[config.mk]
export PLATFORM = sky130hd
export DESIGN_NAME = msix_engine
export DESIGN_NICKNAME = d
export VERILOG_FILES = /design/src/rtl/msix_pkg.sv /design/src/rtl/msix_table.sv /design/src/rtl/msix_pend.sv /design/src/rtl/msix_send.sv /design/src/rtl/msix_engine.sv
export SDC_FILE = /design/constraint.sdc
export NUM_CORES = 2
export LEC_CHECK = 0
export CAP_MARGIN = 15
export CORE_ASPECT_RATIO = 1.5
export CORE_UTILIZATION = 49
export CTS_CLUSTER_DIAMETER = 120
export CTS_CLUSTER_SIZE = 30
export DETAILED_ROUTE_END_ITERATION = 16
export DONT_BUFFER_PORTS = 1
export SLEW_MARGIN = 40
export SYNTH_ARGS = -nofsm -noshare
export SYNTH_HDL_FRONTEND = slang
export SYNTH_HIERARCHICAL = 1
export SYNTH_SLANG_ARGS = --single-unit
[constraint.sdc]
create_clock -name clk -period 9.25 [get_ports clk]
set_input_delay 1.85 -clock clk [delete_from_list [all_inputs] [get_ports clk]]
set_output_delay 1.85 -clock clk [all_outputs]
set_load 0.03 [all_outputs]
[src/rtl/msix_pkg.sv]
package msix_pkg;

  typedef enum logic [1:0] {
    FLD_ADDR_LO = 2'd0,
    FLD_ADDR_HI = 2'd1,
    FLD_DATA    = 2'd2,
    FLD_CTRL    = 2'd3
  } field_e;

  typedef struct packed {
    logic [63:0] addr;
    logic [31:0] data;
  } msg_t;

  // Word select inside a 16-byte entry.
  function automatic field_e field_of(input logic [3:0] entry_byte);
    return field_e'(entry_byte[3:2]);
  endfunction

  // Host ports take whole 32-bit words only.
  function automatic logic word_aligned(input logic [1:0] low_bits);
    return low_bits == 2'b00;
  endfunction

endpackage

[src/rtl/msix_table.sv]
module msix_table
  import msix_pkg::*;
#(
  parameter int NUM_VEC = 8,
  parameter int IDX_W   = 3,
  parameter int VEC_W   = 4,
  parameter int OFF_W   = 8
) (
  input  logic             clk,
  input  logic             rst_n,
  input  logic             wr_en,
  input  logic [OFF_W-1:0] wr_off,
  input  logic [31:0]      wr_data,
  input  logic [OFF_W-1:0] rd_off,
  output logic [31:0]      rd_data,
  input  logic [IDX_W-1:0] fetch_idx,
  output msg_t             fetch_msg,
  output logic [NUM_VEC-1:0] vec_mask
);

  localparam logic [VEC_W-1:0] NV = VEC_W'(NUM_VEC);

  logic [31:0] addr_lo [NUM_VEC];
  logic [31:0] addr_hi [NUM_VEC];
  logic [31:0] data_w  [NUM_VEC];
  logic [31:0] ctrl_w  [NUM_VEC];

  logic [VEC_W-1:0] wr_vec, rd_vec;
  logic             wr_hit, rd_hit;

  assign wr_vec = wr_off[OFF_W-1:4];
  assign rd_vec = rd_off[OFF_W-1:4];
  assign wr_hit = wr_en && word_aligned(wr_off[1:0]) && (wr_vec < NV);
  assign rd_hit = word_aligned(rd_off[1:0]) && (rd_vec < NV);

  always_ff @(posedge clk) begin
    if (!rst_n) begin
      for (int i = 0; i < NUM_VEC; i++) begin
        addr_lo[i] <= '0;
        addr_hi[i] <= '0;
        data_w[i]  <= '0;
        ctrl_w[i]  <= 32'h1;
      end
    end else if (wr_hit) begin
      case (field_of(wr_off[3:0]))
        FLD_ADDR_LO: addr_lo[wr_vec[IDX_W-1:0]] <= wr_data;
        FLD_ADDR_HI: addr_hi[wr_vec[IDX_W-1:0]] <= wr_data;
        FLD_DATA:    data_w[wr_vec[IDX_W-1:0]]  <= wr_data;
        default:     ctrl_w[wr_vec[IDX_W-1:0]]  <= wr_data;
      endcase
    end
  end

  always_comb begin
    rd_data = '0;
    if (rd_hit) begin
      case (field_of(rd_off[3:0]))
        FLD_ADDR_LO: rd_data = addr_lo[rd_vec[IDX_W-1:0]];
        FLD_ADDR_HI: rd_data = addr_hi[rd_vec[IDX_W-1:0]];
        FLD_DATA:    rd_data = data_w[rd_vec[IDX_W-1:0]];
        default:     rd_data = ctrl_w[rd_vec[IDX_W-1:0]];
      endcase
    end
  end

  assign fetch_msg.addr = {addr_hi[fetch_idx], addr_lo[fetch_idx]};
  assign fetch_msg.data = data_w[fetch_idx];

  for (genvar g = 0; g < NUM_VEC; g++) begin : g_mask
    assign vec_mask[g] = ctrl_w[g][0];
  end

endmodule

[src/rtl/msix_pend.sv]
module msix_pend #(
  parameter int NUM_VEC = 8,
  parameter int IDX_W   = 3,
  parameter int CNT_W   = 2
) (
  input  logic               clk,
  input  logic               rst_n,
  input  logic               set_en,
  input  logic [IDX_W-1:0]   set_idx,
  input  logic               clr_en,
  input  logic [IDX_W-1:0]   clr_idx,
  input  logic               use_en,
  input  logic               use_up,
  input  logic [IDX_W-1:0]   use_idx,
  output logic [NUM_VEC-1:0] pend,
  output logic [NUM_VEC-1:0] in_use
);

  localparam logic [CNT_W-1:0] CNT_MAX = {CNT_W{1'b1}};
  localparam logic [CNT_W-1:0] CNT_ONE = CNT_W'(1);

  logic [CNT_W-1:0] cnt [NUM_VEC];

  always_ff @(posedge clk) begin
    if (!rst_n) begin
      pend <= '0;
      for (int i = 0; i < NUM_VEC; i++) cnt[i] <= '0;
    end else begin
      if (set_en) pend[set_idx] <= 1'b1;
      if (clr_en) pend[clr_idx] <= 1'b0;
      if (use_en) begin
        if (use_up) begin
          if (cnt[use_idx] != CNT_MAX) cnt[use_idx] <= cnt[use_idx] + CNT_ONE;
        end else if (cnt[use_idx] != '0) begin
          cnt[use_idx] <= cnt[use_idx] - CNT_ONE;
          if (cnt[use_idx] == CNT_ONE) pend[use_idx] <= 1'b0;
        end
      end
    end
  end

  for (genvar g = 0; g < NUM_VEC; g++) begin : g_use
    assign in_use[g] = (cnt[g] != '0);
  end

endmodule

[src/rtl/msix_send.sv]
module msix_send
  import msix_pkg::*;
(
  input  logic clk,
  input  logic rst_n,
  input  logic load_en,
  input  msg_t load_msg,
  input  logic msg_ready,
  output logic msg_valid,
  output msg_t msg_q
);

  always_ff @(posedge clk) begin
    if (!rst_n) begin
      msg_valid <= 1'b0;
      msg_q     <= '0;
    end else if (load_en) begin
      msg_valid <= 1'b1;
      msg_q     <= load_msg;
    end else if (msg_valid && msg_ready) begin
      msg_valid <= 1'b0;
    end
  end

endmodule

[src/rtl/msix_engine.sv]
module msix_engine
  import msix_pkg::*;
#(
  parameter int NUM_VEC = 8,
  parameter int CNT_W   = 2,
  localparam int IDX_W     = (NUM_VEC > 1) ? $clog2(NUM_VEC) : 1,
  localparam int VEC_W     = IDX_W + 1,
  localparam int OFF_W     = VEC_W + 4,
  localparam int PBA_WORDS = ((NUM_VEC + 63) / 64) * 2,
  localparam int PBA_OFF_W = $clog2(PBA_WORDS) + 2
) (
  input  logic                 clk,
  input  logic                 rst_n,
  input  logic                 fn_mask,
  input  logic                 tbl_we,
  input  logic [OFF_W-1:0]     tbl_waddr,
  input  logic [31:0]          tbl_wdata,
  input  logic [OFF_W-1:0]     tbl_raddr,
  output logic [31:0]          tbl_rdata,
  input  logic [PBA_OFF_W-1:0] pba_raddr,
  output logic [31:0]          pba_rdata,
  input  logic                 use_en,
  input  logic                 use_up,
  input  logic [VEC_W-1:0]     use_vec,
  input  logic                 req_valid,
  input  logic [VEC_W-1:0]     req_vec,
  output logic                 req_ready,
  output logic                 msg_valid,
  input  logic                 msg_ready,
  output logic [63:0]          msg_addr,
  output logic [31:0]          msg_data
);

  localparam logic [VEC_W-1:0] NV = VEC_W'(NUM_VEC);
  localparam int PBA_BITS = PBA_WORDS * 32;

  logic [NUM_VEC-1:0] vec_mask, masked, pend_vec, in_use, replay_cand;
  logic [IDX_W-1:0]   req_idx, replay_idx, fetch_idx;
  logic               any_replay, req_take, req_live;
  logic               req_fire, req_park, req_drop, replay_fire, load_en;
  logic               use_hit;
  msg_t               fetch_msg, msg_q;
  logic [PBA_BITS-1:0] pba_flat;

  msix_table #(.NUM_VEC(NUM_VEC), .IDX_W(IDX_W), .VEC_W(VEC_W), .OFF_W(OFF_W)) u_table (
    .clk(clk), .rst_n(rst_n),
    .wr_en(tbl_we), .wr_off(tbl_waddr), .wr_data(tbl_wdata),
    .rd_off(tbl_raddr), .rd_data(tbl_rdata),
    .fetch_idx(fetch_idx), .fetch_msg(fetch_msg), .vec_mask(vec_mask)
  );

  // Effective mask: per-vector bit or the function-wide one.
  assign masked = vec_mask | {NUM_VEC{fn_mask}};

  // Lowest-index pending vector that is now unmasked.
  assign replay_cand = pend_vec & ~masked;
  always_comb begin
    any_replay = 1'b0;
    replay_idx = '0;
    for (int i = NUM_VEC - 1; i >= 0; i--) begin
      if (replay_cand[i]) begin
        any_replay = 1'b1;
        replay_idx = IDX_W'(i);
      end
    end
  end

  // Host writes and replays win over new device requests.
  assign req_ready   = !msg_valid && !tbl_we && !any_replay;
  assign req_take    = req_valid && req_ready;
  assign req_idx     = req_vec[IDX_W-1:0];
  assign req_live    = (req_vec < NV) && in_use[req_idx];
  assign req_fire    = req_take && req_live && !masked[req_idx];
  assign req_park    = req_take && req_live && masked[req_idx];
  assign req_drop    = req_take && !req_live;
  assign replay_fire = !msg_valid && !tbl_we && any_replay;
  assign load_en     = req_fire || replay_fire;
  assign fetch_idx   = replay_fire ? replay_idx : req_idx;
  assign use_hit     = use_en && (use_vec < NV);

  msix_pend #(.NUM_VEC(NUM_VEC), .IDX_W(IDX_W), .CNT_W(CNT_W)) u_pend (
    .clk(clk), .rst_n(rst_n),
    .set_en(req_park), .set_idx(req_idx),
    .clr_en(replay_fire), .clr_idx(replay_idx),
    .use_en(use_hit), .use_up(use_up), .use_idx(use_vec[IDX_W-1:0]),
    .pend(pend_vec), .in_use(in_use)
  );

  msix_send u_send (
    .clk(clk), .rst_n(rst_n),
    .load_en(load_en), .load_msg(fetch_msg),
    .msg_ready(msg_ready), .msg_valid(msg_valid), .msg_q(msg_q)
  );

  assign msg_addr = msg_q.addr;
  assign msg_data = msg_q.data;

  // Pending array, bit v at flat position v, padding zero.
  always_comb begin
    pba_flat = '0;
    pba_flat[NUM_VEC-1:0] = pend_vec;
  end

  assign pba_rdata = word_aligned(pba_raddr[1:0])
                   ? pba_flat[pba_raddr[PBA_OFF_W-1:2] * 32 +: 32] : 32'h0;

endmodule

; Word level (Yosys, flattened, before mapping)
; Memory sizes are Yosys's and may differ from the RTL's. A register that Yosys moved wholly into a read port is not among the register bits.
; Cells that the tools add are included.
[word_totals]
elab_cells = 163
inputBits = 67
mem_count = 5
reg_bits = 9
ram_bits = 1040
[memory_table]
columns = name, words, width, rd, rd_clocked_by_memory_dff, wr, line_no
row1 = u_table.addr_hi, 8, 32, 2, 1, 8, msix_table.sv:24  ; logic [31:0] addr_hi [NUM_VEC];
row2 = u_table.addr_lo, 8, 32, 2, 1, 8, msix_table.sv:23  ; logic [31:0] addr_lo [NUM_VEC];
row3 = u_table.ctrl_w, 8, 32, 9, 0, 8, msix_table.sv:26  ; logic [31:0] ctrl_w [NUM_VEC];
row4 = u_table.data_w, 8, 32, 2, 1, 8, msix_table.sv:25  ; logic [31:0] data_w [NUM_VEC];
row5 = u_pend.cnt, 8, 2, 9, 0, 8, msix_pend.sv:22  ; logic [CNT_W-1:0] cnt [NUM_VEC];
[classes]
order_cmp = 10
reduce_logical = 45
bitwise = 9
mux = 83
n_eq_ne = 6
add_sub_neg = 2
shifts = 1
[op_table]
columns = operator, count
row1 = $mux 32, 6
row2 = $reduce_or 32->1, 4
row3 = $pmux 32 s3, 1
row4 = $mux 8, 8
row5 = $shiftx 64x7->32, 1
row6 = $mux 1, 47
row7 = $mux 3, 14
row8 = $and 8x8->8, 3
row9 = $not 8->8, 3
row10 = $reduce_bool 2->1, 10
row11 = $logic_and 1x1->1, 16
row12 = $lt 4x4->1 const B, 4
row13 = $or 8x8->8, 2
row14 = $lt 3x4->1 const B, 3
row15 = $logic_not 2->1, 5
row16 = $demux 1 s3, 3
row17 = $ge 3x1->1 const B, 3
row18 = $logic_not 1->1, 7
row19 = $bmux 1 s3, 2
row20 = $eq 2x1->1 const B, 3
row21 = $eq 2x2->1 const B, 2
row22 = $mux 2, 2
row23 = $reduce_or 3->1, 1
row24 = $add 2x1->2 const B, 1
row25 = other kinds (5), 5

; Longest topological paths before layout
; An unclocked memory read counts as a cell.
[logic_depth]
depth_word = 27
mapped_depth = 13

; Modules after synthesis
; The synthesis kept the hierarchy.
[modules_own_cells]
columns = module, instances, cells_each, area_per_inst_um2
row1 = msix_table, 1, 3313, 52589.2
row2 = msix_send, 1, 312, 3668.5
row3 = msix_pend, 1, 137, 1483.9
row4 = msix_engine, 1, 83, 636.9

; Least setup slack after synthesis
; No wires, ideal clock.
[synth_timing]
path_kind = input -> register
start = input tbl_waddr[1]
end = memory u_table.addr_hi[4][0] (enable)
slack_ps = 3590
required_ps = 8784
path_stages = 5
arrival_ps = 5194
n_path_buf = 1
path_cell_list = nor4b_4 -> nand3b_4 -> or3b_1 -> buf_6 -> o21ai_0
[synth_lines]
columns = element, line_no
row1 = start: declaration, msix_engine.sv:16  ; input logic [OFF_W-1:0] tbl_waddr,
row2 = end: declaration, msix_table.sv:24

; Worst setup path after layout
[layout_timing]
start = input tbl_raddr[5]
end = output tbl_rdata[26]
[layout_via]
elab_chain_cells = 3
word_cells_on_any_way = 8
classes_between = order compare (1) / mux (2) / reduce/logical (1) / memory (4)
[layout_rtl]
columns = element, line_no
row1 = start: declaration, msix_engine.sv:18  ; input logic [OFF_W-1:0] tbl_raddr,
row2 = $mem_v2 8x32 (tied with other cells), n/a
row3 = $pmux 32 s3 / $logic_and 1x1->1 (equally long branches), "msix_table.sv:57, msix_table.sv:34"
row4 = $mux 32 (*), msix_table.sv:56  ; if (rd_hit) begin
row5 = end: declaration, msix_engine.sv:19  ; output logic [31:0] tbl_rdata,
; Every way passes the cells marked *; elsewhere a longest branch is shown, timed or not.

==> run_results.csv <==
group,metric,value,unit
worst_hold_path,hold_path_startpoint,"u_pend/pend[0]",
critical_path,crit_path_cell_trace,"mux4_2, mux2_2, o21ai_0, a31oi_1",
placed_design,place_area,60000,um^2
die,die_area,121000,um^2
timing,fmaxAchievable,164,MHz
placed_design,gp_congestion,0.874,
critical_path,worstReg2RegEnd,"u_send/msg_q[59]",
placed_design,dp_slack,3.27,ns
synthesis,post_synth_inst_count,3845,
detailed_routing,drt_drc_violations_left,0,
synthesis,synth_largest_type_area_fraction,53.5,%
global_routing,grt_usage,29.3,%
die,rows,154,
finish,final_nets,3660,
clock_tree,htreeDepth,2,
critical_path,critical_path.max_stage_delay,0.71,ns
clock_tree,clockRootBuffer,"clkbuf_16",
finish,nFillCells,9629,
critical_path,crit_path_launch_type,"input port",
clock_tree,cts_setup_buffers,0,
finish,areaGrowthSynthToFinish,5.01,%
critical_path,reg2reg_setup_slack,5.02,ns
timing,max_slew_margin_vs_limit,32.8,%
critical_path,cp.arrival,4.24,ns
power_and_ir_drop,ir_worst_vdd,149,uV
critical_path,r2r_worst_path_depth,11,
synthesis,syn_area_cell,15.2,um^2
timing,slew_violations,0,
detailed_routing,routed_via_density,6.45,
synthesis,yosys-top-cells-area,"edfxtp_1, mux4_2, and2_1",
clock_tree,cts_buffers,44,
detailed_routing,wirelength,178000,um
detailed_routing,postRouteAntennaNets,0,
global_routing,vias_in_the_first_global_route,34600,
die,io-pin-count,229,
die,die_x,284,um
timing,final_period_minus_worst_setup_slack,6.09,ns
detailed_routing,vias,33500,
critical_path,slowest_stage,"o21ai_0",
timing,setup_tns,0,ns
synthesis,synth-edff-count,1040,
clock_tree,hold_buffers,0,
clock_tree,cts_max_path_buffers,3,
clock_tree,clk_sinks,1145,
timing,timing_worst_slew_pin_value,1.01,ns
critical_path,critical_path_required,7.40,ns
finish,final_cell_count_no_fill,5193,
run_status,run_status,"complete, no violations",
finish,layout.cells.most_common_list,"edfxtp_1, and2_1, mux4_2, mux2i_1, mux2_2",
die,floorplan.die.height,425,um
die,initial_core_utilization,49.6,%
synthesis,synth_top_area_cell,"edfxtp_1",
die,placeableCoreArea,118000,um^2
critical_path,timing_worst_setup_path_type,"in2out",
timing,final_clock_period_utilization_by_the_worst_path,65.8,%
critical_path,critical_path.reg2reg.startpoint,"u_table/ctrl_w[3][0]",
detailed_routing,wire_length_per_cell_after_detailed_routing,34.2,um
timing,setup_viol,0,
synthesis,postSynthRegisterBits,1145,
clock_tree,clk_slew_on_worst_s_h_paths,0.12,ns
placed_design,numPlacedInstances,5104,
detailed_routing,detailedRoute.firstIterationViolations,3475,
critical_path,critical_path.max_fanout,247,
critical_path,endpoint_kind,"output port",
clock_tree,worst_skew_pair_latency,0.68,ns
global_routing,antenna_found_initial,9,
clock_tree,post_cts_resized,0,
global_routing,grt_first_pass_wirelength,252000,um
detailed_routing,firstDrtPassIters,7,
synthesis,sequential_cell_area_fraction_in_the_yosys_report,57.1,%
worst_hold_path,min-delay-path-class,"reg2reg",
power_and_ir_drop,leakage_dissipation,20.0,nW
global_routing,grt_max_degree,248,
worst_hold_path,min_delay_path_depth,2,
synthesis,yosys.cell_types.count,77,
worst_hold_path,timing.hold.worst_endpoint,"u_pend/pend[0]",
timing,setup_slack,3.16,ns
timing,rsz0062_at_grt,"false",
power_and_ir_drop,cellPowerDensity,156,nW/um^2
run,maxCapViolations,0,
placed_design,placement.io_buffers,0,
finish,layout.cells.most_common,"edfxtp_1",
synthesis,netlist_area,58400,um^2
synthesis,ys_dominant_reg_cell,"edfxtp_1",
finish,layout.cell_area.non_filler,61300,um^2
finish,layout-drive-gt1-share,24.6,%
timing,skew,0.0352,ns
synthesis,synth_async_reset_ratio,0,%
clock_tree,tritoncts,"done",
timing,final-hold-violation-count,0,
synthesis,yosys_warnings,6,
placed_design,detailedPlacementHpwl,107000,um
global_routing,global_route.overflow_total,0,
==> power by group <==
part           internal (mW)  switching (mW)  leakage, nW
combinational          0.475           0.529         8.63
sequential              5.87           0.129         10.7
clock                  0.966            1.61        0.625
total                   7.31            2.27         20.0
==> synth_stat cells, types with 3 or more instances <==
cell      instances
o22ai_1          10
and2_1          980
nand4_1           3
buf_2            70
clkbuf_2         30
a22oi_1          48
ha_1              3
inv_1             4
a22o_1            8
o21ai_0          66
mux2_2          146
nor2b_1         104
a211oi_1         12
dfxtp_1         105
buf_8             4
a311oi_1          3
nor2_2            4
nand3_1           5
a21o_1           24
or2_2            10
a221oi_1          8
mux4_2          429
or3_1             9
nand2_1          22
buf_1             9
a21oi_1          11
buf_6            25
or2_1             3
clkbuf_1        222
nor2_1           19
a31oi_1          45
mux2i_1         156
and2_2           48
nor3_1           15
buf_4            58
nor2_4           11
edfxtp_1       1040
nand2b_1         26
==> worst max-delay path, delay by kind of cell <==
family | cells | cell delay [ns]
AOI/OAI and AO/OA | 2 | 1.18
muxes | 2 | 0.91
==> metrics by stage <==
step / util [%] / hold slack, ns / power (mW)
after floorplan: - / 0.493 / 6.86
after CTS: 52.0 / 0.577 / 9.63
final: 52.1 / 0.608 / 9.57
after global placement: 50.4 / 0.520 / 7.06
after global routing: 52.1 / 0.618 / 9.83
after detailed placement: 50.9 / 0.557 / 7.11
==> metal layers <==
layer | GRT usage [%] | share of wire [%]
met1 | 36.3 | 37
met5 | 0 | 0.026
met4 | 9.49 | 3.5
met3 | 5.94 | 8.8
met2 | 51.1 | 51
==> state kept, by name (all words and copies together) (netlist names) <==
name              cells
u_table/addr_hi     256
u_send/msg_q         96
u_send/msg_valid      1
u_table/addr_lo     256
u_table/ctrl_w      256
u_pend/pend           8
u_pend/cnt           16
u_table/data_w      256
==> logic make-up after synthesis <==
logic type | share of synthesized area [%]
xor+xnor | 0.0279
flops | 57.1
simple gates | 13.9
compound gates | 2.99
mux | 22.2
buf+inv | 3.71
fa+ha+maj | 0.0643
other cells | 0.00642
==> how the worst max path moves through the flow <==
stage / startpoint / endpoint / slack (ns) / cells past startpoint
after floorplan: tbl_waddr[1] / u_table/addr_hi[4][0] / 3.59 / 5
after global placement: tbl_raddr[3] / tbl_rdata[21] / 2.87 / 4
after detailed placement: tbl_raddr[3] / tbl_rdata[10] / 3.27 / 4
after CTS: tbl_raddr[3] / tbl_rdata[10] / 3.26 / 4
after global routing: tbl_raddr[6] / tbl_rdata[14] / 3.32 / 6
final: tbl_raddr[5] / tbl_rdata[26] / 3.16 / 4
==> cell type report <==
cell class | instances | area [um^2] | area share [%]
Sequential cell | 1145 | 33300 | 54.4
Multi-Input combinational cell | 2300 | 23500 | 38.4
Tap cell | 1560 | 1950 | 3.18
Clock buffer | 80 | 1280 | 2.09
Timing Repair Buffer | 95 | 1130 | 1.85
Clock inverter | 2 | 46.3 | 0.0755
Antenna cell | 7 | 17.5 | 0.0286
Inverter | 4 | 15.0 | 0.0245
No activity file was read; power rests on OpenSTA's default activity.
